**config.mk**
```make
export PLATFORM = sky130hd
export DESIGN_NAME = hostbus_if
export DESIGN_NICKNAME = d
export VERILOG_FILES = /design/src/rtl/hb_pkg.sv /design/src/rtl/hb_sync.sv /design/src/rtl/hb_regfile.sv /design/src/rtl/hostbus_if.sv
export SDC_FILE = /design/constraint.sdc
export NUM_CORES = 1
export LEC_CHECK = 0
export CAP_MARGIN = 20
export CORE_ASPECT_RATIO = 1.5
export CORE_MARGIN = 4
export CORE_UTILIZATION = 65
export DETAILED_ROUTE_END_ITERATION = 10
export GPL_TIMING_DRIVEN = 0
export PLACE_DENSITY = 0.85
export SKIP_CTS_REPAIR_TIMING = 1
export SLEW_MARGIN = 5
export SYNTH_ARGS = -nofsm -noshare
export SYNTH_HDL_FRONTEND = slang
export SYNTH_SLANG_ARGS = --single-unit
```
**constraint.sdc**
```tcl
create_clock -name clk -period 5.85 [get_ports clk]
set_input_delay 0.585 -clock clk [delete_from_list [all_inputs] [get_ports clk]]
set_output_delay 0.585 -clock clk [all_outputs]
set_load 0.005 [all_outputs]
```
**src/rtl/hb_pkg.sv**
```systemverilog
package hb_pkg;

    typedef enum logic [1:0] {
        HB_MODE_ALE    = 2'd0,
        HB_MODE_STROBE = 2'd1,
        HB_MODE_SYNC   = 2'd2,
        HB_MODE_NONE   = 2'd3
    } hb_mode_e;

    localparam int HB_CTRL_BITS = 4;

endpackage

```
**src/rtl/hb_sync.sv**
```systemverilog
module hb_sync #(
    parameter int          W       = 4,
    parameter int          STAGES  = 2,
    parameter logic [W-1:0] RST_VAL = '0
) (
    input  logic         clk,
    input  logic         rst_n,
    input  logic [W-1:0] d,
    output logic [W-1:0] q
);
    logic [W-1:0] stage_q [STAGES];

    for (genvar s = 0; s < STAGES; s++) begin : g_stage
        if (s == 0) begin : g_first
            always_ff @(posedge clk or negedge rst_n) begin
                if (!rst_n) stage_q[s] <= RST_VAL;
                else        stage_q[s] <= d;
            end
        end else begin : g_next
            always_ff @(posedge clk or negedge rst_n) begin
                if (!rst_n) stage_q[s] <= RST_VAL;
                else        stage_q[s] <= stage_q[s-1];
            end
        end
    end

    assign q = stage_q[STAGES-1];
endmodule

```
**src/rtl/hb_regfile.sv**
```systemverilog
module hb_regfile #(
    parameter int AW   = 15,
    parameter int DW   = 8,
    parameter int NREG = 16
) (
    input  logic          clk,
    input  logic          rst_n,
    input  logic          wr_en,
    input  logic [AW-1:0] wr_addr,
    input  logic [DW-1:0] wr_data,
    input  logic [AW-1:0] rd_addr,
    output logic [DW-1:0] rd_data,
    output logic          rd_mapped
);
    localparam int IW = $clog2(NREG);

    logic [DW-1:0] regs_q [NREG];
    logic          wr_mapped;

    assign wr_mapped = (wr_addr[AW-1:IW] == '0);
    assign rd_mapped = (rd_addr[AW-1:IW] == '0);

    for (genvar i = 0; i < NREG; i++) begin : g_reg
        always_ff @(posedge clk or negedge rst_n) begin
            if (!rst_n)
                regs_q[i] <= '0;
            else if (wr_en && wr_mapped && (wr_addr[IW-1:0] == IW'(i)))
                regs_q[i] <= wr_data;
        end
    end

    assign rd_data = rd_mapped ? regs_q[rd_addr[IW-1:0]] : '0;
endmodule

```
**src/rtl/hostbus_if.sv**
```systemverilog
module hostbus_if
    import hb_pkg::*;
#(
    parameter int AW     = 15,
    parameter int DW     = 8,
    parameter int NREG   = 16,
    parameter int STAGES = 2
) (
    input  logic          clk,
    input  logic          rst_n,
    input  logic [1:0]    mode_sel,
    input  logic          cs_n,
    input  logic          ale_as,
    input  logic          strb_n,
    input  logic          wr_rw,
    input  logic [AW-1:0] addr,
    input  logic [DW-1:0] data_in,
    output logic [DW-1:0] data_out,
    output logic          data_oe
);
    localparam int SW = HB_CTRL_BITS + AW + DW;
    localparam logic [SW-1:0] SYNC_RST = {{HB_CTRL_BITS{1'b1}}, {(AW + DW){1'b0}}};

    typedef struct packed {
        logic [AW-1:0] lat_addr;
        logic          oe;
        logic [DW-1:0] dout;
        logic          ale_p;
        logic          strb_p;
        logic          rw_p;
    } state_t;

    state_t        st_d, st_q;
    hb_mode_e      mode;
    logic [SW-1:0] sync_out;
    logic          s_cs_n, s_ale, s_strb, s_rw;
    logic [AW-1:0] s_addr;
    logic [DW-1:0] s_din;
    logic          wr_en, rd_req, rd_mapped;
    logic [AW-1:0] wr_addr, rd_addr, lat_addr_q;
    logic [DW-1:0] wr_data, rd_data;

    assign mode = hb_mode_e'(mode_sel);

    hb_sync #(.W(SW), .STAGES(STAGES), .RST_VAL(SYNC_RST)) u_sync (
        .clk   (clk),
        .rst_n (rst_n),
        .d     ({cs_n, ale_as, strb_n, wr_rw, addr, data_in}),
        .q     (sync_out)
    );

    assign {s_cs_n, s_ale, s_strb, s_rw, s_addr, s_din} = sync_out;

    hb_regfile #(.AW(AW), .DW(DW), .NREG(NREG)) u_regs (
        .clk       (clk),
        .rst_n     (rst_n),
        .wr_en     (wr_en),
        .wr_addr   (wr_addr),
        .wr_data   (wr_data),
        .rd_addr   (rd_addr),
        .rd_data   (rd_data),
        .rd_mapped (rd_mapped)
    );

    always_comb begin
        st_d        = st_q;
        st_d.ale_p  = s_ale;
        st_d.strb_p = s_strb;
        st_d.rw_p   = s_rw;
        wr_en       = 1'b0;
        rd_req      = 1'b0;
        wr_addr     = st_q.lat_addr;
        rd_addr     = st_q.lat_addr;
        wr_data     = s_din;
        case (mode)
            HB_MODE_ALE: begin
                // address taken as the latch enable drops
                if (st_q.ale_p && !s_ale) st_d.lat_addr = s_addr;
                rd_req = !s_cs_n && !s_strb;
                wr_en  = !s_cs_n && st_q.rw_p && !s_rw;
            end
            HB_MODE_STROBE: begin
                // address taken as the address strobe releases
                if (!st_q.ale_p && s_ale) st_d.lat_addr = s_addr;
                rd_req = !s_cs_n && !s_strb && s_rw;
                wr_en  = !s_cs_n && st_q.strb_p && !s_strb && !s_rw;
            end
            HB_MODE_SYNC: begin
                rd_addr = addr;
                wr_addr = addr;
                wr_data = data_in;
                rd_req  = !cs_n && wr_rw;
                wr_en   = !cs_n && !strb_n && !wr_rw;
            end
            default: ;
        endcase
        st_d.oe   = rd_req && !wr_en;
        st_d.dout = st_d.oe ? rd_data : '0;
    end

    always_ff @(posedge clk or negedge rst_n) begin
        if (!rst_n) begin
            st_q          <= '0;
            st_q.ale_p    <= 1'b1;
            st_q.strb_p   <= 1'b1;
            st_q.rw_p     <= 1'b1;
        end else begin
            st_q <= st_d;
        end
    end

    assign lat_addr_q = st_q.lat_addr;
    assign data_oe    = st_q.oe;
    assign data_out   = st_q.dout;
endmodule

```
==> results.toml <==
[outcome]
status = "complete, no violations"

[critical_path]
cp.arrival_ps = 3330
crit_type = "in -> reg"
ff2ff_path_depth = 8
worstSetupStartpoint = "mode_sel[0]"
critPathLaunchType = "input port"
cp-end-kind = "flop"
r2r_start = "lat_addr_q[5]"
cp_max_fo = 9
cp.required_ps = 6210

[floorplan]
rows = 52
die_w_um = 103
ios = 40
die_area_um2 = 15600
die_y_um = 151
core-area_um2 = 13500
start_util = 0.658

[clocking]
cts_tree = "built"
cts_buffer_depth = 3
clk_latency_ps = 490
cts_root_buf = "clkbuf_16"
cts-buffers-inserted = 19
clkTransAtPathRegs_ps = 60
clock_sinks = 209
htree_levels = 1

[synth]
ys_seq_elements = 209
synth_most_common_cell = "dfrtp_1"
syn_inst = 591
synth_flop_cell = "dfrtp_1"
synth.area.top_cells = "dfrtp_1 (56%), mux2_1 (11%), mux2_2 (9.9%)"
synth_common_cells = "dfrtp_1 (198), mux2_1 (85), mux2_2 (78)"
ys_async_sr_fraction = 1.00
yosysSeqAreaShare = 0.591
synth_top_area_frac = 0.559
synth_edf_count = 0
synth_area_leader_cell = "dfrtp_1"
syn_area_um2 = 8870
avgSynthCellArea_um2 = 15.0
yosysWarnings = 0
ys_types = 44
syn-num-nets = 622

[pwr]
p_leak_nw = 4.87
max-vdd-ir-drop_mv = 0.190
cellPowerDensity_nw_per_um2 = 311

[timing]
fmax_ghz = 0.337
timing.slew.headroom = 0.401
holdWs_ps = 349
tightestPinTransition_ps = 873
final_hold_viol_count = 0
setup_viol = 0
rsz0062_at_grt = "false"
period_share = 0.508
skew_ps = 8.07
maxSlewViolCount = 0
fin_crit_ps = 2970
worst_slack_ps = 2880

[global_route]
first_global_vias = 5726
grt_pass1_wl_mm = 30.4
grt_overflow = 0
grt_usage = 0.256
antenna_found_initial = 0
grt_max_degree = 88

[finish]
fin_nets = 685
antennaDiodeCount = 0
final_area_um2 = 10100
drive_gt1_frac = 0.254
area_delta_synth_final_pct = 14.3
final_util = 0.753

[min_path]
hp-start = "u_sync.stage_q[28]"
hold_path_depth = 0
min_path_type = "reg -> reg"

[flow_run]
cap_violations = 0

[detailed_routing]
drtPass1Iterations = 4
antenna_left = 0
wire_per_inst_um = 23.6
drc = 0
route.vias.total = 5099
drtIter0Drc = 301
wl_mm = 19.5
routed_via_density = 6.16

[place]
hpwlAfterDp_mm = 13.4
portBuffers = 39
placed_area_um2 = 9520
dp_worst_setup_slack_ps = 2420
place_congestion = 0.890
[stage by stage]
step,power [mW],TNS (ps),cells
after floorplan,1.80,0,591
after global placement,1.93,-722390,792
after detailed placement,1.95,0,794
after CTS,3.17,0,827
after global routing,3.26,0,828
final,3.16,0,828
[power by group]
part           leakage [nW]  internal [mW]  switching [mW]
Sequential             2.74           1.50          0.0312
Combinational          1.84          0.153           0.259
Clock                 0.294          0.697           0.521
[critical path: stages]
cell	delay (ps)
clkdlybuf4s50_1	580
nand2b_1	160
buf_6	150
mux2i_2	720
and2_1	220
buf_2	190
and3_1	170
buf_4	200
mux2_1	340
[cell families after synthesis]
logic type / synth area share
and+or+nand+nor: 0.0559
muxes: 0.270
buffers and inverters: 0.0306
AOI/OAI and AO/OA: 0.0525
DFF: 0.591
[registers in the layout, summed over array words and instances, names as in the netlist]
name,count
u_regs.regs_q,128
u_sync.q,27
u_sync.stage_q,27
lat_addr_q,15
data_out,8
st_q,3
data_oe,1
[area by class of cell]
type                            count  area [um^2]
Clock buffer                       27          546
Fill cell                         767         3330
Multi-Input combinational cell    339         3350
Clock inverter                      6         63.8
Inverter                            1         3.75
Sequential cell                   209         5240
Timing Repair Buffer               42          460
Tap cell                          162          203
Buffer                             42          268
[placed cells by master, fill, tap and decap left out, types with 7 or more instances in the layout]
master and instances:
dfrtp_1 198, clkdlybuf4s50_1 38, mux2_1 85, a211oi_1 8, nand2_1 15, clkbuf_1 21, o211ai_1 12, clkbuf_16 19
mux2_2 78, buf_4 13, o21ai_1 7, a221oi_1 16, dfstp_2 11, nand3_4 12, mux2i_1 49
[layer usage]
layer / track usage / vias up / wire length (um)
li1: - / 2275 / -
met1: 0.309 / 2648 / 7590
met2: 0.455 / 127 / 10600
met3: 0.0359 / 49 / 803
met4: 0.102 / 0 / 557
met5: 0 / - / 0
[path summary, 6_finish.rpt]
path,to,slack [ps]
worst max-delay path,u_regs.regs_q[31],2880
worst min-delay path,u_sync.q[1],350
worst max register to register,u_regs.regs_q[106],3170
worst min register to register,u_sync.q[1],350
max in group asynchronous,st_q[1],4120
min in group asynchronous,u_sync.q[13],590
Note: power is estimated with default switching activity, not from simulation.
